### src/rtl/bank_mmu_pkg.sv
package bank_mmu_pkg;
  localparam int unsigned WORD_W  = 16;
  localparam int unsigned ROM_BIT = WORD_W - 1;

  // status word layout, bit 4 down to bit 0
  typedef struct packed {
    logic np;   // not present
    logic acc;  // accessed
    logic sup;  // supervisor only
    logic wp;   // write protect
    logic xp;   // execute protect
  } flags_t;

  localparam int unsigned FLAGS_W = $bits(flags_t);

  typedef enum logic [2:0] {
    FLT_ABSENT = 3'b000,
    FLT_XPROT  = 3'b001,
    FLT_WPROT  = 3'b010,
    FLT_USR_RD = 3'b100,
    FLT_USR_WR = 3'b110
  } fault_e;
endpackage

### src/rtl/bank_mmu_table.sv
module bank_mmu_table
  import bank_mmu_pkg::*;
#(
  parameter int unsigned BANK_BITS = 4,
  parameter int unsigned PBANK_W   = 8,
  localparam int unsigned NUM_BANKS = 1 << BANK_BITS,
  localparam int unsigned IDX_W     = BANK_BITS + 1
) (
  input  logic                 clk_i,
  input  logic                 rst_ni,
  input  logic [BANK_BITS-1:0] lk_bank_i,
  output logic [PBANK_W-1:0]   lk_pbank_o,
  output logic                 lk_rom_o,
  output logic                 lk_np_o,
  output logic                 lk_sup_o,
  output logic                 lk_wp_o,
  output logic                 lk_xp_o,
  input  logic                 set_acc_i,
  input  logic [BANK_BITS-1:0] set_bank_i,
  input  logic                 tw_en_i,
  input  logic [IDX_W-1:0]     tw_idx_i,
  input  logic [WORD_W-1:0]    tw_data_i,
  input  logic [IDX_W-1:0]     tr_idx_i,
  output logic [WORD_W-1:0]    tr_data_o
);
  logic [PBANK_W-1:0] pbank_q [NUM_BANKS];
  logic               rom_q   [NUM_BANKS];
  flags_t             flg_q   [NUM_BANKS];

  logic [BANK_BITS-1:0] tw_bank, tr_bank;
  logic                 tw_hi, tr_hi;
  assign tw_bank = tw_idx_i[IDX_W-1:1];
  assign tw_hi   = tw_idx_i[0];
  assign tr_bank = tr_idx_i[IDX_W-1:1];
  assign tr_hi   = tr_idx_i[0];

  always_ff @(posedge clk_i or negedge rst_ni) begin
    if (!rst_ni) begin
      for (int b = 0; b < NUM_BANKS; b++) begin
        pbank_q[b] <= PBANK_W'(b);
        rom_q[b]   <= 1'b0;
        flg_q[b]   <= '0;
      end
    end else begin
      for (int b = 0; b < NUM_BANKS; b++) begin
        if (tw_en_i && !tw_hi && tw_bank == BANK_BITS'(b)) begin
          pbank_q[b] <= tw_data_i[PBANK_W-1:0];
          rom_q[b]   <= tw_data_i[ROM_BIT];
        end
        // word port wins over the access path
        if (tw_en_i && tw_hi && tw_bank == BANK_BITS'(b))
          flg_q[b] <= flags_t'(tw_data_i[FLAGS_W-1:0]);
        else if (set_acc_i && set_bank_i == BANK_BITS'(b))
          flg_q[b].acc <= 1'b1;
      end
    end
  end

  assign lk_pbank_o = pbank_q[lk_bank_i];
  assign lk_rom_o   = rom_q[lk_bank_i];
  assign lk_np_o    = flg_q[lk_bank_i].np;
  assign lk_sup_o   = flg_q[lk_bank_i].sup;
  assign lk_wp_o    = flg_q[lk_bank_i].wp;
  assign lk_xp_o    = flg_q[lk_bank_i].xp;

  always_comb begin
    tr_data_o = '0;
    if (tr_hi) begin
      tr_data_o[FLAGS_W-1:0] = flg_q[tr_bank];
    end else begin
      tr_data_o[PBANK_W-1:0] = pbank_q[tr_bank];
      tr_data_o[ROM_BIT]     = rom_q[tr_bank];
    end
  end

  for (genvar g = 0; g < NUM_BANKS; g++) begin : g_chk
    assert_acc_cause_R9: assert property (@(posedge clk_i) disable iff (!rst_ni)
      $rose(flg_q[g].acc) |->
        $past(set_acc_i && set_bank_i == BANK_BITS'(g)) ||
        $past(tw_en_i && tw_hi && tw_bank == BANK_BITS'(g)));
    assert_word_wins_R12: assert property (@(posedge clk_i) disable iff (!rst_ni)
      (tw_en_i && tw_hi && tw_bank == BANK_BITS'(g) && set_acc_i && set_bank_i == BANK_BITS'(g))
        |=> flg_q[g].acc == $past(tw_data_i[3]));
  end
endmodule

### src/rtl/bank_mmu_check.sv
module bank_mmu_check
  import bank_mmu_pkg::*;
#(
  parameter int unsigned BANK_BITS = 4,
  parameter int unsigned PBANK_W   = 8
) (
  input  logic                 map_en_i,
  input  logic                 ram_at_zero_i,
  input  logic                 user_i,
  input  logic                 write_i,
  input  logic                 exec_i,
  input  logic [BANK_BITS-1:0] bank_i,
  input  logic [PBANK_W-1:0]   lk_pbank_i,
  input  logic                 lk_rom_i,
  input  logic                 lk_np_i,
  input  logic                 lk_sup_i,
  input  logic                 lk_wp_i,
  input  logic                 lk_xp_i,
  output logic [PBANK_W-1:0]   tgt_pbank_o,
  output logic                 tgt_rom_o,
  output logic                 fault_o,
  output fault_e               code_o,
  output logic                 do_rd_o,
  output logic                 do_wr_o,
  output logic                 set_acc_o
);
  always_comb begin
    tgt_pbank_o = PBANK_W'(bank_i);
    tgt_rom_o   = (bank_i == '0) && !ram_at_zero_i;
    fault_o     = 1'b0;
    code_o      = FLT_ABSENT;
    if (map_en_i) begin
      tgt_pbank_o = lk_pbank_i;
      tgt_rom_o   = lk_rom_i;
      // priority: absent, privilege, execute, write
      if (lk_np_i) begin
        fault_o = 1'b1;
        code_o  = FLT_ABSENT;
      end else if (user_i && lk_sup_i) begin
        fault_o = 1'b1;
        code_o  = write_i ? FLT_USR_WR : FLT_USR_RD;
      end else if (!write_i && exec_i && lk_xp_i) begin
        fault_o = 1'b1;
        code_o  = FLT_XPROT;
      end else if (write_i && lk_wp_i) begin
        fault_o = 1'b1;
        code_o  = FLT_WPROT;
      end
    end
    do_rd_o   = !write_i && !fault_o;
    do_wr_o   = write_i && !fault_o && !tgt_rom_o;
    set_acc_o = do_wr_o && map_en_i;
  end
endmodule

### src/rtl/bank_mmu_resp.sv
module bank_mmu_resp
  import bank_mmu_pkg::*;
#(
  parameter int unsigned PBANK_W = 8,
  parameter int unsigned OFS_W   = 12
) (
  input  logic               clk_i,
  input  logic               rst_ni,
  input  logic               valid_i,
  input  logic [PBANK_W-1:0] pbank_i,
  input  logic               rom_i,
  input  logic [OFS_W-1:0]   ofs_i,
  input  logic               do_rd_i,
  input  logic               do_wr_i,
  input  logic               fault_i,
  input  fault_e             code_i,
  output logic [PBANK_W-1:0] pbank_o,
  output logic               rom_o,
  output logic [OFS_W-1:0]   ofs_o,
  output logic               rd_o,
  output logic               wr_o,
  output logic               fault_o,
  output logic [2:0]         code_o
);
  always_ff @(posedge clk_i or negedge rst_ni) begin
    if (!rst_ni) begin
      pbank_o <= '0;
      rom_o   <= 1'b0;
      ofs_o   <= '0;
      rd_o    <= 1'b0;
      wr_o    <= 1'b0;
      fault_o <= 1'b0;
      code_o  <= '0;
    end else begin
      rd_o    <= valid_i && do_rd_i;
      wr_o    <= valid_i && do_wr_i;
      fault_o <= valid_i && fault_i;
      if (valid_i) begin
        pbank_o <= pbank_i;
        rom_o   <= rom_i;
        ofs_o   <= ofs_i;
        code_o  <= code_i;
      end
    end
  end

  assert_fault_no_strobe_R8: assert property (@(posedge clk_i) disable iff (!rst_ni)
    $onehot0({rd_o, wr_o, fault_o}));
  assert_single_pulse_R8: assert property (@(posedge clk_i) disable iff (!rst_ni)
    (!valid_i) |=> !rd_o && !wr_o && !fault_o);
endmodule

### src/rtl/bank_mmu.sv
module bank_mmu
  import bank_mmu_pkg::*;
#(
  parameter int unsigned ADDR_W    = 16,
  parameter int unsigned BANK_BITS = 4,
  parameter int unsigned PBANK_W   = 8,
  localparam int unsigned IDX_W    = BANK_BITS + 1,
  localparam int unsigned OFS_W    = ADDR_W - BANK_BITS
) (
  input  logic                 clk_i,
  input  logic                 rst_ni,
  input  logic                 map_en_i,
  input  logic                 ram_at_zero_i,
  input  logic                 user_mode_i,
  input  logic                 acc_valid_i,
  input  logic                 acc_write_i,
  input  logic                 acc_exec_i,
  input  logic [ADDR_W-1:0]    acc_addr_i,
  input  logic                 tbl_we_i,
  input  logic [IDX_W-1:0]     tbl_widx_i,
  input  logic [WORD_W-1:0]    tbl_wdata_i,
  input  logic [IDX_W-1:0]     tbl_ridx_i,
  output logic [WORD_W-1:0]    tbl_rdata_o,
  output logic [PBANK_W-1:0]   phys_bank_o,
  output logic                 phys_rom_o,
  output logic [OFS_W-1:0]     phys_ofs_o,
  output logic                 mem_rd_o,
  output logic                 mem_wr_o,
  output logic                 fault_o,
  output logic [2:0]           fault_code_o
);
  logic [BANK_BITS-1:0] bank;
  logic [OFS_W-1:0]     ofs;
  assign bank = acc_addr_i[ADDR_W-1:OFS_W];
  assign ofs  = acc_addr_i[OFS_W-1:0];

  logic [PBANK_W-1:0] lk_pbank, tgt_pbank;
  logic lk_rom, lk_np, lk_sup, lk_wp, lk_xp;
  logic tgt_rom, chk_fault, do_rd, do_wr, set_acc;
  fault_e chk_code;

  bank_mmu_table #(.BANK_BITS(BANK_BITS), .PBANK_W(PBANK_W)) u_table (
    .clk_i      (clk_i),
    .rst_ni     (rst_ni),
    .lk_bank_i  (bank),
    .lk_pbank_o (lk_pbank),
    .lk_rom_o   (lk_rom),
    .lk_np_o    (lk_np),
    .lk_sup_o   (lk_sup),
    .lk_wp_o    (lk_wp),
    .lk_xp_o    (lk_xp),
    .set_acc_i  (acc_valid_i && set_acc),
    .set_bank_i (bank),
    .tw_en_i    (tbl_we_i),
    .tw_idx_i   (tbl_widx_i),
    .tw_data_i  (tbl_wdata_i),
    .tr_idx_i   (tbl_ridx_i),
    .tr_data_o  (tbl_rdata_o)
  );

  bank_mmu_check #(.BANK_BITS(BANK_BITS), .PBANK_W(PBANK_W)) u_check (
    .map_en_i      (map_en_i),
    .ram_at_zero_i (ram_at_zero_i),
    .user_i        (user_mode_i),
    .write_i       (acc_write_i),
    .exec_i        (acc_exec_i),
    .bank_i        (bank),
    .lk_pbank_i    (lk_pbank),
    .lk_rom_i      (lk_rom),
    .lk_np_i       (lk_np),
    .lk_sup_i      (lk_sup),
    .lk_wp_i       (lk_wp),
    .lk_xp_i       (lk_xp),
    .tgt_pbank_o   (tgt_pbank),
    .tgt_rom_o     (tgt_rom),
    .fault_o       (chk_fault),
    .code_o        (chk_code),
    .do_rd_o       (do_rd),
    .do_wr_o       (do_wr),
    .set_acc_o     (set_acc)
  );

  bank_mmu_resp #(.PBANK_W(PBANK_W), .OFS_W(OFS_W)) u_resp (
    .clk_i   (clk_i),
    .rst_ni  (rst_ni),
    .valid_i (acc_valid_i),
    .pbank_i (tgt_pbank),
    .rom_i   (tgt_rom),
    .ofs_i   (ofs),
    .do_rd_i (do_rd),
    .do_wr_i (do_wr),
    .fault_i (chk_fault),
    .code_i  (chk_code),
    .pbank_o (phys_bank_o),
    .rom_o   (phys_rom_o),
    .ofs_o   (phys_ofs_o),
    .rd_o    (mem_rd_o),
    .wr_o    (mem_wr_o),
    .fault_o (fault_o),
    .code_o  (fault_code_o)
  );

  assert_unmapped_nofault_R2: assert property (@(posedge clk_i) disable iff (!rst_ni)
    (acc_valid_i && !map_en_i) |=> !fault_o);
  assert_rom_write_silent_R10: assert property (@(posedge clk_i) disable iff (!rst_ni)
    (acc_valid_i && acc_write_i && !map_en_i && bank == '0 && !ram_at_zero_i)
      |=> !mem_wr_o && !fault_o);
  assert_absent_first_R4: assert property (@(posedge clk_i) disable iff (!rst_ni)
    (acc_valid_i && map_en_i && lk_np) |=> fault_o && fault_code_o == 3'b000);
  assert_offset_pass_R3: assert property (@(posedge clk_i) disable iff (!rst_ni)
    acc_valid_i |=> phys_ofs_o == $past(ofs));
endmodule

### config.mk
export PLATFORM = sky130hd
export DESIGN_NAME = bank_mmu
export DESIGN_NICKNAME = d
export VERILOG_FILES = /design/src/rtl/bank_mmu_pkg.sv /design/src/rtl/bank_mmu_table.sv /design/src/rtl/bank_mmu_check.sv /design/src/rtl/bank_mmu_resp.sv /design/src/rtl/bank_mmu.sv
export SDC_FILE = /design/constraint.sdc
export NUM_CORES = 1
export LEC_CHECK = 0
export BUFFER_PORTS_ARGS = -buffer_cell sky130_fd_sc_hd__buf_2
export CORE_MARGIN = 4
export CORE_UTILIZATION = 39
export CTS_CLUSTER_DIAMETER = 200
export DETAILED_ROUTE_END_ITERATION = 8
export PLACE_DENSITY = 0.52
export RECOVER_POWER = 25
export SYNTH_ARGS = -nofsm -noshare
export SYNTH_HDL_FRONTEND = slang
export SYNTH_SLANG_ARGS = --single-unit
export TNS_END_PERCENT = 100
### constraint.sdc
create_clock -name clk_i -period 2.7 [get_ports clk_i]
set_clock_uncertainty 0.1 [all_clocks]
set_input_delay 0 -clock clk_i [delete_from_list [all_inputs] [get_ports clk_i]]
set_output_delay 0 -clock clk_i [all_outputs]
set_load 0.05 [all_outputs]
==> results of run 1 <==
[metrics by stage]
stage          power (µW)    util  cell area [µm²]
5_1_grt             12320  0.4699            15800
3_3_place_gp         7588  0.4267            14340
2_1_floorplan        6898       -            13340
6_report            11750  0.4699            15800
3_5_place_dp         7651  0.4267            14340
4_1_cts             11880  0.4713            15840
[Yosys cell counts, types with 2 or more instances]
cell type / instances / area (µm²)
o21ai_1: 22 / 110.1
nor3_1: 6 / 30.03
inv_1: 8 / 30.03
mux2_1: 11 / 123.9
a21o_1: 3 / 22.52
nand4_1: 9 / 56.30
a41oi_1: 2 / 17.52
nor3_2: 3 / 30.03
buf_4: 9 / 67.56
nand2_1: 46 / 172.7
dfrtp_1: 219 / 5480
nand3_1: 19 / 95.09
buf_2: 21 / 105.1
nor2_1: 30 / 112.6
nor2b_1: 14 / 87.58
a22oi_1: 3 / 22.52
clkbuf_1: 36 / 135.1
nand2b_1: 6 / 37.54
and3_1: 3 / 18.77
a2111oi_0: 2 / 17.52
buf_1: 6 / 22.52
o2111ai_1: 3 / 26.28
a22o_1: 3 / 26.28
mux2_2: 210 / 2365
nand4b_1: 2 / 17.52
mux2i_1: 29 / 290.3
a21oi_1: 18 / 90.09
nor3b_1: 3 / 22.52
dfstp_2: 32 / 840.8
mux4_2: 116 / 2613
a31oi_1: 4 / 25.02
o21ai_0: 17 / 85.08
[state kept, by name (all words and copies together) (netlist names)]
register	count
u_table.rom_q	16
u_resp.rd_o	1
u_table.flg_q	80
u_resp.fault_o	1
u_resp.code_o	3
u_table.pbank_q	128
u_resp.wr_o	1
u_resp.pbank_o	8
u_resp.rom_o	1
u_resp.ofs_o	12
[power breakdown]
| group | switching [µW] | leakage, µW | internal [µW] | total (µW) |
|---|---|---|---|---|
| combinational | 1200 | 0.00310 | 1400 | 2600 |
| clock | 1630 | 0.000491 | 2470 | 4100 |
| sequential | 490 | 0.00311 | 4550 | 5040 |
[critical path: cells and delay by family, from the launching register on]
kind | cells | cell delay (ns)
buf+inv | 1 | 0.22
mux | 3 | 1.32
flops | 1 | 0.40
[timing repair]
item | CTS | global route
endpoints found under the hold margin | 388 | 0
hold buffers | 47 | 0
setup endpoints to repair | 0 | 1
resized for setup | 0 | 1
[per-layer routing]
layer  GRT usage  up-vias  share of wire
met5           0        -              0
met4     0.05321        0          0.023
met3     0.03057       51          0.056
met2      0.3267      233           0.47
met1      0.2996     4566           0.45
li1            -     3820              -
[final cells by class]
cell class / instances / share of cell area
Antenna cell: 3 / 0.0004753
Clock buffer: 38 / 0.05315
Clock inverter: 16 / 0.01085
Inverter: 8 / 0.001901
Multi-Input combinational cell: 603 / 0.4208
Sequential cell: 251 / 0.4002
Tap cell: 448 / 0.03549
Timing Repair Buffer: 164 / 0.07715
[logic make-up after synthesis]
family	after synthesis	share of synthesized area
other	1	0.0002816
buffers and inverters	81	0.02791
AND/OR/NAND/NOR	148	0.05600
multiplexers	366	0.4049
flip-flops	251	0.4747
AO/OA/AOI/OAI	82	0.03627
[worst max path at each step]
| stage | slack (ns) | start | end |
|---|---|---|---|
| 2_1_floorplan | 0.64 | acc_addr_i[12] | u_resp.pbank_o[1] |
| 3_3_place_gp | 0.37 | acc_addr_i[12] | u_resp.pbank_o[7] |
| 3_5_place_dp | 0.38 | acc_addr_i[12] | u_resp.pbank_o[0] |
| 4_1_cts | 0.07 | u_table.flg_q[4] | tbl_rdata_o[4] |
| 5_1_grt | 0.02 | acc_addr_i[15] | u_resp.rd_o |
| 6_report | 0.11 | u_table.flg_q[61] | tbl_rdata_o[1] |
==> flow_summary.toml, run 1 <==
[run_status]
outcome = "complete, no violations"

[sta]
setup_viol = 0
relSlewSlack = 0.3014
fin_tns_setup_ns = 0
tightestPinTransition_ns = 1.048
drv_slew = 0
finalCritPeriodShare = 0.9609
hold_viol_final = 0
max_freq_mhz = 385.4
hold_ws_ns = 0.03134
fin_crit_ns = 2.595
layout_setup_ws_ns = 0.1055
rsz0062_at_grt = "no"

[finish]
multi_input_area_mm2 = 0.006646
area_growth_pct = 18.61
seq_area_mm2 = 0.006321
fill_cells = 2981
drive_gt1_frac = 0.4935
final_cells = 1531
nets = 1108
final_cell_mix = "dfrtp_1, mux2_2, mux4_2, buf_2"
final_common_cell = "dfrtp_1"

[grt]
grt_pass1_vias = 8892
grt_max_degree = 68
gr-usage-all-layers = 0.2062
overflow = 0
antenna_found_initial = 3
grt_pass1_wl_um = 57260

[synthesis]
ys_seq_elements = 251
synth_cells = 929
synth-seq-area-share = 0.4747
ys_types = 46
ys_warn_count = 0
synth_edf_count = 0
syn_avg_cell_area_um2 = 14.33
synthArstFlopShare = 1.000
syn_area_mm2 = 0.01332
synthFlopType = "dfrtp_1"

[clock_tree]
cts_buffers = 29
cts.sinks = 251
cts_buffer_depth = 3
clk_latency_ns = 0.55
clk_pin_slew_ns = 0.06
cts_setup_buffers = 0
clock-root-buffer = "clkbuf_16"
cts_tree = "built"
ctsHtreeMaxLevel = 1

[worst_hold_path]
min-delay-start = "tbl_widx_i[4]"
hold_end = "u_table.flg_q[63]"
min_path_cells = 5
min_path_type = "in -> reg"

[setup_path]
reg2reg_slack_ns = 0.17
end_kind = "output port"
r2r_end = "u_resp.rd_o"
criticalPathCategory = "reg -> out"
worst-endpoint-arrival_ns = 2.49
path_cells = "mux4_2, mux4_2, mux2_2, buf_2"
slowest_stage = "mux4_2"
ff2ff_path_depth = 6
rr_startpoint = "u_table.flg_q[24]"
cp.required_ns = 2.60
start_kind = "flip-flop"
crit_path_frequent_cell = "mux4_2"
critical-path-max-stage-delay_ns = 0.51
path_max_fanout = 3

[drt]
totalWireLength_um = 37910
drt_first_pass_iters = 4
drc = 0
first_iter_violations = 477
routed_via_density = 5.663
ant_nets = 0
routedWlPerCell_um = 24.76
num_vias = 8670

[placed_design]
preCtsSetupSlack_ns = 0.3820
dp_hpwl_um = 23700
gp_congestion = 0.8050
portBuffers = 79
dp.cells = 1427

[floorplanning]
ios = 94
rows = 67
die_y_um = 192.8
dieArea_mm2 = 0.03717
core_mm2 = 0.03362
die_w_um = 192.8
initial_core_util = 0.3961

[pwr]
leakage_uw = 0.006699
power.density_mw_per_mm2 = 743.7
ir_drop_uv = 469.2

[flow_run]
drv_cap = 0
No activity file was read; power rests on OpenSTA's default activity.
==> run 2: changes to the inputs <==
CTS_BUF_LIST = sky130_fd_sc_hd__clkbuf_2 sky130_fd_sc_hd__clkbuf_4 sky130_fd_sc_hd__clkbuf_8   (was default)
clock period = 2.9 ns   (was 2.7 ns; I/O delays follow)
==> run 2 against run 1 <==
Compared with the run above:
- the run now ends with max-capacitance violations, max-slew violations left
- wire length is 1.2% higher
- sequential share of layout area hardly changed
- count of clock-buffer cells in the layout is 37 higher
- cell count is 1.6% higher
- largest cell class unchanged
- highest routed layer unchanged
==> flow_summary.toml, run 2 (synthesis gave the netlist of run 1 again) <==
[run_status]
outcome = "finished with violations"
violations = "max-capacitance violations, max-slew violations"

[sta]
hold_viol_final = 0
hold_ws_ns = 0.03616
relSlewSlack = -0.06943
max_freq_mhz = 362.8
fin_tns_setup_ns = 0
rsz0062_at_grt = "no"
tightestPinTransition_ns = 1.604
fin_crit_ns = 2.756
finalCritPeriodShare = 0.9505
drv_slew = 19
setup_viol = 0

[worst_hold_path]
min_path_cells = 5
min_path_type = "in -> reg"
min-delay-start = "tbl_widx_i[4]"
hold_end = "u_table.flg_q[63]"

[placed_design]
dp_hpwl_um = 23610
gp_congestion = 0.7759
portBuffers = 79

[grt]
gr-usage-all-layers = 0.2091
grt_pass1_wl_um = 57740
grt_max_degree = 73
grt_pass1_vias = 8924
antenna_found_initial = 0
overflow = 0

[setup_path]
worst-endpoint-arrival_ns = 3.14
end_kind = "flip-flop"
rr_startpoint = "u_table.rom_q[0]"
cp.required_ns = 3.29
ff2ff_path_depth = 8
cp.buffers_inverters = 2
criticalPathCategory = "reg -> reg"
critical_path.top_delay_family = "multiplexers"
slowest_stage = "dlygate4sd3_1"
start_kind = "flip-flop"
critical-path-max-stage-delay_ns = 0.57
path_max_fanout = 16
reg2reg_slack_ns = 0.14
path_cells = "mux4_2, mux2_2, a21o_1, nor3_4, buf_4, nand3_1, dlygate4sd3_1, o21ai_1"
r2r_end = "u_table.flg_q[3]"

[floorplanning]
ios = 94
die_y_um = 192.8
rows = 67
dieArea_mm2 = 0.03717
initial_core_util = 0.3961
die_w_um = 192.8
core_mm2 = 0.03362

[drt]
routedWlPerCell_um = 24.65
first_iter_violations = 529
drt_first_pass_iters = 5
ant_nets = 0
num_vias = 8774
routed_via_density = 5.639
totalWireLength_um = 38360
drc = 0

[clock_tree]
cts_buffer_depth = 3
cts_tree = "built"
ctsHtreeMaxLevel = 2
cts.sinks = 251
clk_latency_ns = 0.55
clock-root-buffer = "clkbuf_8"
clk_pin_slew_ns = 0.06
cts_buffers = 44

[finish]
reg_top3 = "u_table.pbank_q: 128 flops, u_table.flg_q: 80 flops, u_table.rom_q: 16 flops"
largest_reg_flops = 128
drive_gt1_frac = 0.5032
area_growth_pct = 18.65
nets = 1125
top_register = "u_table.pbank_q"
final_cell_mix = "dfrtp_1, mux2_2, mux4_2, buf_2, clkbuf_8"
final_common_cell = "dfrtp_1"

[pwr]
ir_drop_uv = 288.1
leakage_uw = 0.006745
power.density_mw_per_mm2 = 675.0

[flow_run]
drv_cap = 1
-- run 2: worst max-delay path by stage --
stage / from / endpoint / slack [ns] / depth (start not counted)
floorplan: acc_addr_i[12] / u_resp.pbank_o[1] / 0.84 / 7
global placement: tbl_ridx_i[1] / tbl_rdata_o[4] / 0.62 / 6
detailed placement: tbl_ridx_i[1] / tbl_rdata_o[4] / 0.61 / 6
CTS: u_table.rom_q[0] / u_table.flg_q[23] / 0.14 / 8
global route: acc_addr_i[12] / u_table.flg_q[23] / 0.002 / 13
finish: u_table.rom_q[0] / u_table.flg_q[3] / 0.14 / 8
-- run 2: per-layer routing --
layer  wire length [µm]  vias to the layer above  track usage
met3               2129                       45      0.03274
met1              17310                     4615       0.3016
met4                642                        0      0.04388
met5                  0                        -            0
met2              18270                      253       0.3376
li1                   -                     3861            -
-- run 2: what timing repair did --
item	4_1_cts	5_1_grt
setup buffers	0	0
hold buffers	52	0
resized for setup	0	1
hold endpoints to repair	403	0
endpoints found under the setup margin	0	1
-- run 2: layout make-up --
type / count / area (µm²)
inverters: 8 / 30.03
fillers: 3001 / 17820
well taps: 448 / 560.5
flip-flops and latches: 251 / 6321
clock buffers: 75 / 913.4
repair buffers: 166 / 1272
clock inverters: 4 / 51.30
multi-input cells: 603 / 6649
diodes: 1 / 2.502
-- run 2: worst min-delay path, cell delays in order --
cell,delay [ns]
buf_2,0.20
nor3_1,0.08
buf_4,0.18
mux2i_1,0.12
o21ai_1,0.06
-- run 2: metrics by stage --
step                      std cells  utilization  setup slack [ns]  total power [µW]  instance area [µm²]
final                          1556       0.4700            0.1436             10670                15800
after global routing           1555       0.4699          0.001981             11200                15800
after CTS                      1555       0.4707            0.1400             10790                15820
after detailed placement       1424       0.4260            0.6067              7118                14320
after global placement         1424       0.4260            0.6197              7065                14320
after floorplan                 935            -            0.8420              6422                13340
-- run 2: report_power, final --
part | total [µW] | internal, µW | leakage, µW | switching, µW
clock network | 3530 | 2060 | 0.000518 | 1470
registers | 4700 | 4240 | 0.00311 | 454
logic | 2440 | 1320 | 0.00311 | 1120
==> run 3: changes to the inputs <==
CORE_UTILIZATION = 60   (was 39)
PLACE_DENSITY = 0.75   (was 0.52)
==> run 3 against run 2 <==
Compared with the run above:
- the run still ends with max-capacitance violations, max-slew violations left
- register-to-register slack improved by 0.17 ns
- critical path depth rose by 2
- hold slack improved by 0.079 ns
- wire length fell by 8.3%
- total power rose by 0.15%
- non-clock buffer count fell by 7
- sequential power barely moved
- die area fell by 34%
- flip-flop and latch count did not move
- combinational power barely moved
- cell count fell by 11%
- global-route usage rose by 8.6 points
- largest cell class unchanged
==> flow_summary.toml, run 3 (synthesis gave the netlist of run 1 again) <==
[run_status]
outcome = "finished with violations"
violations = "max-capacitance violations, max-slew violations"

[flow_run]
drv_cap = 1

[grt]
grt_pass1_wl_um = 54720
grt_use_met1 = 0.4012
met2_usage = 0.4755
gr-usage-all-layers = 0.2952
busiest_layer = "met2"
met3_usage = 0.07479
grt_max_degree = 59
overflow = 0
antenna_found_initial = 1
grt_pass1_vias = 9506

[clock_tree]
cts_setup_buffers = 0
cts_buffer_depth = 3
ctsHtreeMaxLevel = 2
clk_latency_ns = 0.55
cts.sinks = 251
clk_pin_slew_ns = 0.06
cts_tree = "built"
clock-root-buffer = "clkbuf_8"
cts_buffers = 43

[floorplanning]
ios = 94
die_y_um = 157.0
dieArea_mm2 = 0.02464
initial_core_util = 0.6102
rows = 54
die_w_um = 157.0
core_mm2 = 0.02182

[drt]
first_iter_violations = 836
routedWlPerCell_um = 25.46
num_vias = 9028
routed_via_density = 6.537
ant_nets = 0
drt_first_pass_iters = 5
totalWireLength_um = 35160
drc = 0

[setup_path]
start_kind = "primary input"
path_max_fanout = 17
criticalPathCategory = "in -> reg"
worst-endpoint-arrival_ns = 3.07
cp.required_ns = 3.29
end_kind = "flip-flop"

[pwr]
ir_drop_uv = 346.1
leakage_uw = 0.006708
power.density_mw_per_mm2 = 687.8

[sta]
fin_tns_setup_ns = 0
hold_viol_final = 0
rsz0062_at_grt = "no"
finalCritPeriodShare = 0.9241
setup_viol = 0
relSlewSlack = -0.03841
drv_slew = 18
max_freq_mhz = 373.2
fin_crit_ns = 2.680
tightestPinTransition_ns = 1.558

[finish]
drive_gt1_frac = 0.5000
top_register = "u_table.pbank_q"
final_cells = 1381
final_cell_mix = "dfrtp_1, mux2_2, mux4_2, buf_2, clkbuf_8"
area_growth_pct = 16.63
reg_top3 = "u_table.pbank_q: 128 flops, u_table.flg_q: 80 flops, u_table.rom_q: 16 flops"
final_common_cell = "dfrtp_1"
nets = 1117
largest_reg_flops = 128

[worst_hold_path]
min_path_type = "in -> reg"

[placed_design]
dp_hpwl_um = 21480
portBuffers = 79
dp.cells = 1251
gp_congestion = 0.8497
## run 3: cell count changes in the layout (fill, tap and decap cells not counted), moves of 2 or more
cell,delta
clkbuf_4,-3
dlygate4sd3_1,-2
buf_4,-3
clkbuf_8,+3
## run 3: cell type report
class / count / area [µm²]
fillers: 1459 / 6292
inverters: 8 / 30.03
diodes: 1 / 2.502
multi-input cells: 603 / 6646
repair buffers: 159 / 1201
clock buffers: 76 / 939.7
well taps: 280 / 350.3
flip-flops and latches: 251 / 6321
clock inverters: 3 / 40.04
## run 3: path summary, 6_finish.rpt
check / from / to / depth (start not counted) / slack [ns]
min in group asynchronous: rst_ni / u_table.pbank_q[96] / 2 / 0.88
max in group asynchronous: rst_ni / u_table.pbank_q[86] / 3 / 0.44
min reg2reg: u_table.pbank_q[59] / u_table.pbank_q[59] / 2 / 0.37
max: acc_addr_i[12] / u_resp.rd_o / 10 / 0.22
max reg2reg: u_table.flg_q[24] / u_resp.rd_o / 6 / 0.31
min: user_mode_i / u_resp.code_o[2] / 6 / 0.12
## run 3: power breakdown
part | switching [µW] | internal [µW]
clock | 1440 | 2110
combinational | 1110 | 1310
sequential | 468 | 4240
## run 3: routing by layer
layer  part of all wire  routed length, µm  vias up
met4              0.035               1219        0
met1               0.40              14080     4710
met5                  0                  0        -
met2               0.48              16820      404
li1                   -                  -     3830
met3              0.087               3044       84
## run 3: through the flow
stage	utilization	hold WS, ns	total power [µW]	setup WS [ns]	cell area, µm²
after detailed placement	0.6443	-0.08763	7082	0.5843	14060
after global routing	0.7117	0.1582	11160	0.1031	15530
final	0.7117	0.1151	10680	0.2202	15530
after CTS	0.7129	0.01550	10710	0.2963	15560
after global placement	0.6443	-0.09721	6982	0.6183	14060
after floorplan	-	-0.3956	6422	0.8420	13340
## run 3: critical path, stage by stage
cell and delay (ns):
dlygate4sd3_1 0.52, buf_4 0.29, nor2b_1 0.52, a22oi_1 0.16, and3_1 0.20, a31oi_1 0.22
buf_4 0.21, a41oi_1 0.15, nor3_1 0.20, dlygate4sd3_1 0.58
## run 3: repair_timing
item / in CTS / in global routing
hold endpoints to repair: 462 / 0
resized for setup: 0 / 0
hold buffers: 50 / 0
